$ cat src/rtl/lpc_map_pkg.sv
// Shared encodings for the LPC window mapper.
// Assumes sizes are expressed in bytes (1, 2 or 4).
package lpc_map_pkg;

    typedef enum logic [1:0] {
        SP_IO  = 2'd0,
        SP_MEM = 2'd1,
        SP_FW  = 2'd2,
        SP_BAD = 2'd3
    } space_e;

    typedef enum logic [1:0] {
        RS_OK    = 2'd0,
        RS_PARAM = 2'd1,
        RS_BUS   = 2'd2
    } rsp_e;

    typedef enum logic [2:0] {
        S_IDLE,
        S_CHECK,
        S_SEG_RD,
        S_SEG_WR,
        S_RSZ_WR,
        S_DATA,
        S_RESP
    } fsm_e;

    // Read-width code for the firmware read-width register.
    function automatic logic [3:0] rsz_code(input logic [2:0] sz);
        case (sz)
            3'd1:    rsz_code = 4'd0;
            3'd2:    rsz_code = 4'd1;
            default: rsz_code = 4'd2;
        endcase
    endfunction

endpackage

$ cat src/rtl/lpc_window_check.sv
// Bounds checker and address rebaser for one request.
// Purely combinational; assumes inputs are held stable by the caller.
module lpc_window_check
    import lpc_map_pkg::*;
#(
    parameter int ADDR_W    = 32,
    parameter int SZ_W      = 3,
    parameter int SEG_SHIFT = 28,
    parameter logic [ADDR_W-1:0] IO_BASE  = 32'hD001_0000,
    parameter logic [ADDR_W-1:0] MEM_BASE = 32'hE000_0000,
    parameter logic [ADDR_W-1:0] FW_BASE  = 32'hF000_0000,
    parameter logic [ADDR_W:0]   IO_LIMIT  = 33'h0_0001_0000,
    parameter logic [ADDR_W:0]   MEM_LIMIT = 33'h0_1000_0000
) (
    input  logic [1:0]        space,
    input  logic [ADDR_W-1:0] addr,
    input  logic [SZ_W-1:0]   size,
    output logic              ok,
    output logic [ADDR_W-1:0] map_addr
);
    localparam int SEG_W = ADDR_W - SEG_SHIFT;

    logic [ADDR_W:0]   top;
    logic [ADDR_W-1:0] last;
    logic              size_ok;
    logic              wrap;

    // End address with carry, and the address of the final byte.
    always_comb begin
        top     = {1'b0, addr} + (ADDR_W+1)'(size);
        last    = addr + ADDR_W'(size) - ADDR_W'(1);
        wrap    = top[ADDR_W];
        size_ok = (size == SZ_W'(1)) || (size == SZ_W'(2)) || (size == SZ_W'(4));
    end

    // Space-specific acceptance and rebasing.
    always_comb begin
        ok       = 1'b0;
        map_addr = '0;
        case (space_e'(space))
            SP_IO: begin
                ok       = size_ok && !wrap && (top <= IO_LIMIT);
                map_addr = IO_BASE + addr;
            end
            SP_MEM: begin
                ok       = size_ok && !wrap && (top <= MEM_LIMIT);
                map_addr = MEM_BASE + addr;
            end
            SP_FW: begin
                ok       = size_ok && !wrap &&
                           (last[ADDR_W-1 -: SEG_W] == addr[ADDR_W-1 -: SEG_W]);
                map_addr = FW_BASE + {{SEG_W{1'b0}}, addr[SEG_SHIFT-1:0]};
            end
            default: begin
                ok       = 1'b0;
                map_addr = '0;
            end
        endcase
    end
endmodule

$ cat src/rtl/lpc_fw_cache.sv
// Holds the last programmed firmware bank and read width.
// Assumes update strobes fire only after a successful register write.
module lpc_fw_cache #(
    parameter int SEG_W   = 4,
    parameter int SZ_W    = 3,
    parameter int CACHE_W = 8
) (
    input  logic             clk,
    input  logic             rst_n,
    input  logic [SEG_W-1:0] seg_req,
    input  logic [SZ_W-1:0]  rsz_req,
    input  logic             seg_set,
    input  logic             rsz_set,
    output logic             seg_hit,
    output logic             rsz_hit
);
    localparam logic [CACHE_W-1:0] INVALID = '1;

    logic [CACHE_W-1:0] seg_q;
    logic [CACHE_W-1:0] rsz_q;

    // Cache registers: invalid after reset, loaded on confirmed writes.
    always_ff @(posedge clk) begin
        if (!rst_n) begin
            seg_q <= INVALID;
            rsz_q <= INVALID;
        end else begin
            if (seg_set) seg_q <= CACHE_W'(seg_req);
            if (rsz_set) rsz_q <= CACHE_W'(rsz_req);
        end
    end

    // Compare the requested settings with the cached ones.
    always_comb begin
        seg_hit = (seg_q == CACHE_W'(seg_req));
        rsz_hit = (rsz_q == CACHE_W'(rsz_req));
    end

    // Bank cache holds either the invalid marker or a 4-bit bank.
    assert_seg_legal_R7: assert property (@(posedge clk) disable iff (!rst_n)
        (seg_q == INVALID) || (seg_q < CACHE_W'(16)));

    // Width cache holds either the invalid marker or a byte count of 1, 2 or 4.
    assert_rsz_legal_R8: assert property (@(posedge clk) disable iff (!rst_n)
        (rsz_q == INVALID) || (rsz_q == CACHE_W'(1)) ||
        (rsz_q == CACHE_W'(2)) || (rsz_q == CACHE_W'(4)));
endmodule

$ cat src/rtl/lpc_byte_seq.sv
// Byte index counter and read-data assembler for split and single accesses.
// Assumes clear precedes every request and step never passes the last byte.
module lpc_byte_seq #(
    parameter int DATA_W = 32,
    parameter int IDX_W  = 2,
    parameter int SZ_W   = 3
) (
    input  logic              clk,
    input  logic              rst_n,
    input  logic              clear,
    input  logic              step,
    input  logic              capture,
    input  logic              load,
    input  logic [SZ_W-1:0]   size,
    input  logic [DATA_W-1:0] word_in,
    output logic [IDX_W-1:0]  idx,
    output logic              last,
    output logic [DATA_W-1:0] acc
);
    localparam int BYTES = DATA_W / 8;

    logic [DATA_W-1:0] masked;

    // Keep only the low size bytes of a full-width read.
    always_comb begin
        masked = '0;
        for (int b = 0; b < BYTES; b++) begin
            if (b < int'(size)) masked[8*b +: 8] = word_in[8*b +: 8];
        end
    end

    // Final byte of the run is reached when idx+1 equals the size.
    always_comb last = (({1'b0, idx} + SZ_W'(1)) == size);

    // Index and accumulator update.
    always_ff @(posedge clk) begin
        if (!rst_n) begin
            idx <= '0;
            acc <= '0;
        end else if (clear) begin
            idx <= '0;
            acc <= '0;
        end else begin
            if (step)    idx <= idx + IDX_W'(1);
            if (capture) acc <= {acc[DATA_W-9:0], word_in[7:0]};
            else if (load) acc <= masked;
        end
    end

    // The index never advances past the widest access.
    assert_idx_bound_R10: assert property (@(posedge clk) disable iff (!rst_n)
        step |-> !last);
endmodule

$ cat src/rtl/lpc_window_mapper.sv
// Top of the LPC window mapper: accepts one request at a time, checks it,
// programs firmware bank and read width on change, then issues the data
// access(es) on the internal bus. Assumes the bus returns exactly one
// bus_ack pulse per request it sees.
module lpc_window_mapper
    import lpc_map_pkg::*;
#(
    parameter int ADDR_W    = 32,
    parameter int DATA_W    = 32,
    parameter int SEG_SHIFT = 28,
    parameter int RSZ_LSB   = 24,
    parameter logic [ADDR_W-1:0] IO_BASE     = 32'hD001_0000,
    parameter logic [ADDR_W-1:0] MEM_BASE    = 32'hE000_0000,
    parameter logic [ADDR_W-1:0] FW_BASE     = 32'hF000_0000,
    parameter logic [ADDR_W-1:0] REG_BASE    = 32'hC001_2000,
    parameter logic [ADDR_W-1:0] SEG_REG_OFF = 32'h0000_0024,
    parameter logic [ADDR_W-1:0] RSZ_REG_OFF = 32'h0000_0028,
    parameter logic [ADDR_W:0]   IO_LIMIT    = 33'h0_0001_0000,
    parameter logic [ADDR_W:0]   MEM_LIMIT   = 33'h0_1000_0000
) (
    input  logic              clk,
    input  logic              rst_n,
    input  logic              req_valid,
    input  logic [1:0]        req_space,
    input  logic [ADDR_W-1:0] req_addr,
    input  logic [2:0]        req_size,
    input  logic              req_write,
    input  logic [DATA_W-1:0] req_wdata,
    output logic              busy,
    output logic              rsp_valid,
    output logic [1:0]        rsp_status,
    output logic [DATA_W-1:0] rsp_rdata,
    output logic              bus_req,
    output logic              bus_write,
    output logic [ADDR_W-1:0] bus_addr,
    output logic [2:0]        bus_size,
    output logic [DATA_W-1:0] bus_wdata,
    input  logic              bus_ack,
    input  logic              bus_err,
    input  logic [DATA_W-1:0] bus_rdata
);
    localparam int SEG_W = ADDR_W - SEG_SHIFT;
    localparam int BYTES = DATA_W / 8;
    localparam int IDX_W = $clog2(BYTES);
    localparam int SZ_W  = IDX_W + 1;
    localparam logic [ADDR_W-1:0] SEG_REG_ADDR = REG_BASE + SEG_REG_OFF;
    localparam logic [ADDR_W-1:0] RSZ_REG_ADDR = REG_BASE + RSZ_REG_OFF;

    fsm_e              st;
    logic [1:0]        r_space;
    logic [ADDR_W-1:0] r_addr;
    logic [SZ_W-1:0]   r_size;
    logic              r_write;
    logic [DATA_W-1:0] r_wdata;
    logic [DATA_W-1:0] seg_rd_q;
    rsp_e              r_status;

    logic              chk_ok;
    logic [ADDR_W-1:0] map_addr;
    logic              seg_hit, rsz_hit;
    logic              seg_set, rsz_set;
    logic [IDX_W-1:0]  idx;
    logic              last;
    logic [DATA_W-1:0] acc;
    logic              is_fw;
    logic              accept;
    logic              ack_ok;
    logic [SEG_W-1:0]  r_seg;

    always_comb begin
        is_fw  = (space_e'(r_space) == SP_FW);
        accept = (st == S_IDLE) && req_valid;
        ack_ok = bus_ack && !bus_err;
        r_seg  = r_addr[ADDR_W-1 -: SEG_W];
    end

    lpc_window_check #(
        .ADDR_W(ADDR_W), .SZ_W(SZ_W), .SEG_SHIFT(SEG_SHIFT),
        .IO_BASE(IO_BASE), .MEM_BASE(MEM_BASE), .FW_BASE(FW_BASE),
        .IO_LIMIT(IO_LIMIT), .MEM_LIMIT(MEM_LIMIT)
    ) u_check (
        .space(r_space), .addr(r_addr), .size(r_size),
        .ok(chk_ok), .map_addr(map_addr)
    );

    lpc_fw_cache #(.SEG_W(SEG_W), .SZ_W(SZ_W), .CACHE_W(8)) u_cache (
        .clk(clk), .rst_n(rst_n),
        .seg_req(r_seg), .rsz_req(r_size),
        .seg_set(seg_set), .rsz_set(rsz_set),
        .seg_hit(seg_hit), .rsz_hit(rsz_hit)
    );

    lpc_byte_seq #(.DATA_W(DATA_W), .IDX_W(IDX_W), .SZ_W(SZ_W)) u_seq (
        .clk(clk), .rst_n(rst_n),
        .clear(accept),
        .step(st == S_DATA && ack_ok && !is_fw && !last),
        .capture(st == S_DATA && ack_ok && !is_fw && !r_write),
        .load(st == S_DATA && ack_ok && is_fw && !r_write),
        .size(r_size), .word_in(bus_rdata),
        .idx(idx), .last(last), .acc(acc)
    );

    // Cache update strobes follow successful register writes only.
    always_comb begin
        seg_set = (st == S_SEG_WR) && ack_ok;
        rsz_set = (st == S_RSZ_WR) && ack_ok;
    end

    // Sequencer: request capture, checking, register programming, data.
    always_ff @(posedge clk) begin
        if (!rst_n) begin
            st       <= S_IDLE;
            r_space  <= '0;
            r_addr   <= '0;
            r_size   <= '0;
            r_write  <= 1'b0;
            r_wdata  <= '0;
            seg_rd_q <= '0;
            r_status <= RS_OK;
        end else begin
            case (st)
                S_IDLE: if (req_valid) begin
                    r_space  <= req_space;
                    r_addr   <= req_addr;
                    r_size   <= req_size;
                    r_write  <= req_write;
                    r_wdata  <= req_wdata;
                    r_status <= RS_OK;
                    st       <= S_CHECK;
                end
                S_CHECK: begin
                    if (!chk_ok) begin
                        r_status <= RS_PARAM;
                        st       <= S_RESP;
                    end else if (is_fw && !seg_hit)             st <= S_SEG_RD;
                    else if (is_fw && !r_write && !rsz_hit)     st <= S_RSZ_WR;
                    else                                        st <= S_DATA;
                end
                S_SEG_RD: if (bus_ack) begin
                    if (bus_err) begin
                        r_status <= RS_BUS;
                        st       <= S_RESP;
                    end else begin
                        seg_rd_q <= bus_rdata;
                        st       <= S_SEG_WR;
                    end
                end
                S_SEG_WR: if (bus_ack) begin
                    if (bus_err) begin
                        r_status <= RS_BUS;
                        st       <= S_RESP;
                    end else if (!r_write && !rsz_hit) st <= S_RSZ_WR;
                    else                                st <= S_DATA;
                end
                S_RSZ_WR: if (bus_ack) begin
                    if (bus_err) begin
                        r_status <= RS_BUS;
                        st       <= S_RESP;
                    end else st <= S_DATA;
                end
                S_DATA: if (bus_ack) begin
                    if (bus_err) begin
                        r_status <= RS_BUS;
                        st       <= S_RESP;
                    end else if (is_fw || last) st <= S_RESP;
                end
                S_RESP:  st <= S_IDLE;
                default: st <= S_IDLE;
            endcase
        end
    end

    // Internal bus drive, decoded from the sequencer state.
    always_comb begin
        bus_req   = 1'b0;
        bus_write = 1'b0;
        bus_addr  = '0;
        bus_size  = 3'(BYTES);
        bus_wdata = '0;
        case (st)
            S_SEG_RD: begin
                bus_req  = 1'b1;
                bus_addr = SEG_REG_ADDR;
            end
            S_SEG_WR: begin
                bus_req   = 1'b1;
                bus_write = 1'b1;
                bus_addr  = SEG_REG_ADDR;
                bus_wdata = {seg_rd_q[DATA_W-1:SEG_W], r_seg};
            end
            S_RSZ_WR: begin
                bus_req   = 1'b1;
                bus_write = 1'b1;
                bus_addr  = RSZ_REG_ADDR;
                bus_wdata = DATA_W'(rsz_code(3'(r_size))) << RSZ_LSB;
            end
            S_DATA: begin
                bus_req   = 1'b1;
                bus_write = r_write;
                if (is_fw) begin
                    bus_addr  = map_addr;
                    bus_size  = 3'(r_size);
                    bus_wdata = r_wdata;
                end else begin
                    bus_addr  = map_addr + ADDR_W'(idx);
                    bus_size  = 3'd1;
                    bus_wdata = DATA_W'(r_wdata[{idx, 3'b000} +: 8]);
                end
            end
            default: ;
        endcase
    end

    // Response outputs.
    always_comb begin
        busy       = (st != S_IDLE);
        rsp_valid  = (st == S_RESP);
        rsp_status = r_status;
        rsp_rdata  = acc;
    end

    // A pending bus access keeps its address and direction until acknowledged.
    assert_bus_hold_R12: assert property (@(posedge clk) disable iff (!rst_n)
        (bus_req && !bus_ack) |=> (bus_req && $stable(bus_addr) && $stable(bus_write)));

    // The response strobe lasts one cycle.
    assert_rsp_pulse_R12: assert property (@(posedge clk) disable iff (!rst_n)
        rsp_valid |=> !rsp_valid);

    // A request that fails the window check never reaches the bus.
    assert_param_nobus_R6: assert property (@(posedge clk) disable iff (!rst_n)
        (st == S_CHECK && !chk_ok) |=> (!bus_req && rsp_valid));

    // I/O and memory data accesses are single bytes.
    assert_byte_size_R9: assert property (@(posedge clk) disable iff (!rst_n)
        (bus_req && st == S_DATA && !is_fw) |-> (bus_size == 3'd1));
endmodule

$ cat config.mk
export PLATFORM = sky130hd
export DESIGN_NAME = lpc_window_mapper
export DESIGN_NICKNAME = d
export VERILOG_FILES = /design/src/rtl/lpc_map_pkg.sv /design/src/rtl/lpc_window_check.sv /design/src/rtl/lpc_fw_cache.sv /design/src/rtl/lpc_byte_seq.sv /design/src/rtl/lpc_window_mapper.sv
export SDC_FILE = /design/constraint.sdc
export NUM_CORES = 1
export LEC_CHECK = 0
export ABC_AREA = 1
export BUFFER_PORTS_ARGS = -buffer_cell sky130_fd_sc_hd__buf_4
export CAP_MARGIN = 10
export CORE_MARGIN = 4
export CORE_UTILIZATION = 40
export CTS_BUF_LIST = sky130_fd_sc_hd__clkbuf_4
export DETAILED_ROUTE_END_ITERATION = 6
export HOLD_SLACK_MARGIN = 0.08
export SYNTH_ARGS = -nofsm -noshare
export SYNTH_HDL_FRONTEND = slang
export SYNTH_HIERARCHICAL = 1
export SYNTH_SLANG_ARGS = --single-unit
$ cat constraint.sdc
create_clock -name clk -period 5.7 [get_ports clk]
set_input_delay 0.57 -clock clk [delete_from_list [all_inputs] [get_ports clk]]
set_output_delay 0.57 -clock clk [all_outputs]
set_load 0.1 [all_outputs]
==> results by group <==
Cells and area
  – Layout net count: 2242
  – Commonest non-fill, non-tap cell in the layout: nand2_1
  – Most frequent cells in the layout: nand2_1, nor2_1, inv_1
  – Area of the multi-input gates: ~7400 um2
  – FF+latch area: 2920 um2
  – Fin util: 0.477
  – Syn-to-layout area delta: 17.7%
  – Final cell count without fillers: between 2000 and 2500
  – Fillers: 3162
  – Share of post-route cells with drive strength above 1: 0.153
  – Final Instance Area: 13700 um2

Job
  – MaxCap Viol Count: 0

Timing
  – Period utilization: 0.858
  – Worst slew pin tran: 0.861 ns
  – Final setup violation count: 0
  – WHS: 0.186 ns
  – Setup TNS: 0 ns
  – Fin Clk Skew: 0.0298 ns
  – RSZ-0062 raised after global routing: no
  – Tmin final: 4.89 ns
  – Max Clk Rate: 204 MHz
  – Slew Viols, Final: 0
  – Slew HR: 0.424
  – Final hold vios: 0

CTS
  – Clk_lat worst skew: 0.59 ns
  – CTS buffer count: 17
  – CTS H-tree lvls: 4
  – Clock Pin Slew Worst Setup and Hold Paths: 0.17 ns
  – Clk buf depth: 2
  – Hold_buf cts: 0
  – Clock root buffer: clkbuf_4
  – Setup Buffers After CTS: 0
  – CTS tree: done
  – CTS sink count: 146
  – Post-CTS Resized: 0

Worst hold path
  – Worst Hold Launch: req_addr[26]
  – Hold WC Path Type: in -> reg
  – Hold Path Sink: r_addr[26]
  – Hold depth: 3

Die
  – Chip Width: 178 um
  – Num ports: 212
  – Die area: roughly 32000 um2
  – Placeable Area: 28700 um2
  – Die outline height: 178 um
  – Core Rows: 62
  – Initial core utilization: 0.405

Global routing
  – Gr ovfl total: 0
  – First-pass GRT wire length: 68.1 mm
  – Vias in the first global route: 12300
  – Initial antenna violation count: 2
  – GRT Total Usage: 0.275
  – Largest net degree at the start of global routing: 88

Setup path
  – Critical Path Sink Type: primary output
  – Startpoint types: register
  – Critical path class: reg -> out
  – Max FO, Critical Path: 10
  – Worst reg2reg startpoint: r_size[2]
  – Most frequent CP cell: nor2_1
  – Critical Path RT: roughly 5 ns
  – Reg2Reg Setup Slack: 1.87 ns
  – Cells along the critical path: inv_1 -> ha_1 -> nor2_1 -> clkinv_1 -> nor2_1 -> nor2_1 -> nand2_1 -> inv_1 -> ha_1 -> nand3_1 -> nand2_1 -> nand3_1 -> nor2_1 -> nand3_1 -> nand2_1 -> inv_1 -> nor2_1 -> buf_4
  – RR Endpoint: st[0]
  – CP max stage cell: dfxtp_1
  – Crit path DAT: 4.32 ns
  – Critical Path Max Stage Delay: 0.47 ns
  – Reg2Reg Depth: 26

Logic synthesis
  – Syn Std Cell Area: 11600 um2
  – Syn avg cell area: 6.16 um2
  – Flops & latches, synth: 146
  – Syn nets: roughly 2100
  – Syn. warnings: 6
  – Synth unique cells: 57
  – Syn Inst Count: between 1500 and 2000
  – Seq/Total Area, Yosys: 0.251

Power
  – PwrDens: 421 nW/um2
  – VDD IR max: roughly 0.00028 V
  – Leakage: 6.48 nW

Outcome
  – Status: finished, final reports clean

Routing
  – M1 WL: 20.0 mm
  – Highest routing layer actually used: met5
  – DR pass1 iterations: 6
  – Per-cell routed wire length: 18.3 um
  – Post-DRT Antenna Nets: 0
  – 1st-iter DRT viols: 1151
  – Total Wirelength: approximately 45 mm
  – DR WL met2: 20.5 mm
  – Routed vias: between 10000 and 15000
  – Vias per cell: about 5.3
  – Met3 WL: about 3.1 mm
  – Residual DRC: 0

Placement
  – Final estimated routing congestion in global placement: 1.02
  – Port Buf Inserts: 211
  – Placed cells: ~2400
  – Area after DPL: 13400 um2
  – Dpl hpwl: 35.8 mm
-- cell families after synthesis --
logic type,synth area share
compound gates,0.181
xor+xnor,0.0151
fa+ha+maj,0.0820
buf+inv,0.112
flops,0.251
simple gates,0.359
-- layout make-up --
type	instances	area share
Antenna cell	1	0.000183
Inverter	242	0.0665
Clock buffer	17	0.00933
Sequential cell	146	0.214
Tap cell	384	0.0351
Timing Repair Buffer	220	0.122
Clock inverter	15	0.0124
Multi-Input combinational cell	1433	0.541
-- critical path, delay by kind of cell, from the launching register on --
| kind | cells | cell delay, ns |
|---|---|---|
| AND/OR/NAND/NOR | 11 | 1.83 |
| buffers and inverters | 5 | 0.86 |
| adder cells (fa/ha/maj) | 2 | 0.56 |
| flip-flops | 1 | 0.47 |
-- how the worst max path moves through the flow --
stage | from | to | slack [ns] | depth (start not counted)
after floorplan | r_space[1] | bus_addr[8] | 0.65 | 14
after global placement | r_space[0] | bus_addr[27] | 1.54 | 18
after detailed placement | r_space[0] | bus_addr[27] | 1.45 | 18
after CTS | r_space[0] | bus_addr[27] | 0.75 | 18
after global routing | r_space[0] | bus_addr[21] | 0.41 | 18
final | r_space[0] | bus_addr[27] | 0.81 | 18
-- report_power, final --
part           internal (mW)  switching (mW)  leakage (nW)
Clock                  0.200           0.490         0.150
Sequential              1.20           0.324          1.19
Combinational           1.01            2.53          5.13
-- stage by stage --
stage                     power, mW  setup WS (ns)
final                          5.76          0.808
after global routing           6.20          0.413
after CTS                      5.75          0.751
after detailed placement       5.05           1.45
after global placement         5.04           1.54
after floorplan                4.04          0.652
-- cells in the mapped netlist (all sizes together) --
cell type    n  area (um2)
and2         2        12.5
a31oi        1        6.26
nand3      121         658
nand3b       3        22.5
o21bai       2        15.0
clkinv       2        7.51
o21ai      156         788
o311ai       4        35.0
o21a         2        15.0
ha          73         913
o211ai      12        95.1
xnor2       10        87.6
nor3b        1        7.51
a221oi       1        8.76
a21boi      25         191
o31ai        8        60.1
clkbuf      22        82.6
a21oi      139         699
a21o         2        15.0
fa           2        40.0
xor2        10        87.6
nand2      471        1820
nor3        23         141
nor2       310        1290
or2          7        43.8
nand4       27         169
a311oi       1        8.76
dfxtp      146        2920
buf         44         315
inv        240         901
a211oi       1        7.51
o22ai        6        37.5
and3         1        6.26
a2111oi      1        8.76
a32o        10         100
a22oi        1        7.51
-- routing by layer --
metal,GRT usage,up-vias
li1,-,6451
met1,0.370,5926
met2,0.445,503
met3,0.0456,78
met4,0.0953,2
met5,0,-
-- registers in the layout, indices dropped and copies added (netlist names) --
signal / flops
u_cache/seg_q: 5
u_cache/rsz_q: 4
r_size: 3
u_seq/acc: 32
r_write: 1
seg_rd_q: 28
r_space: 2
u_seq/idx: 2
rsp_status: 2
r_wdata: 32
st: 3
r_addr: 32
Note: power is estimated with default switching activity, not from simulation.
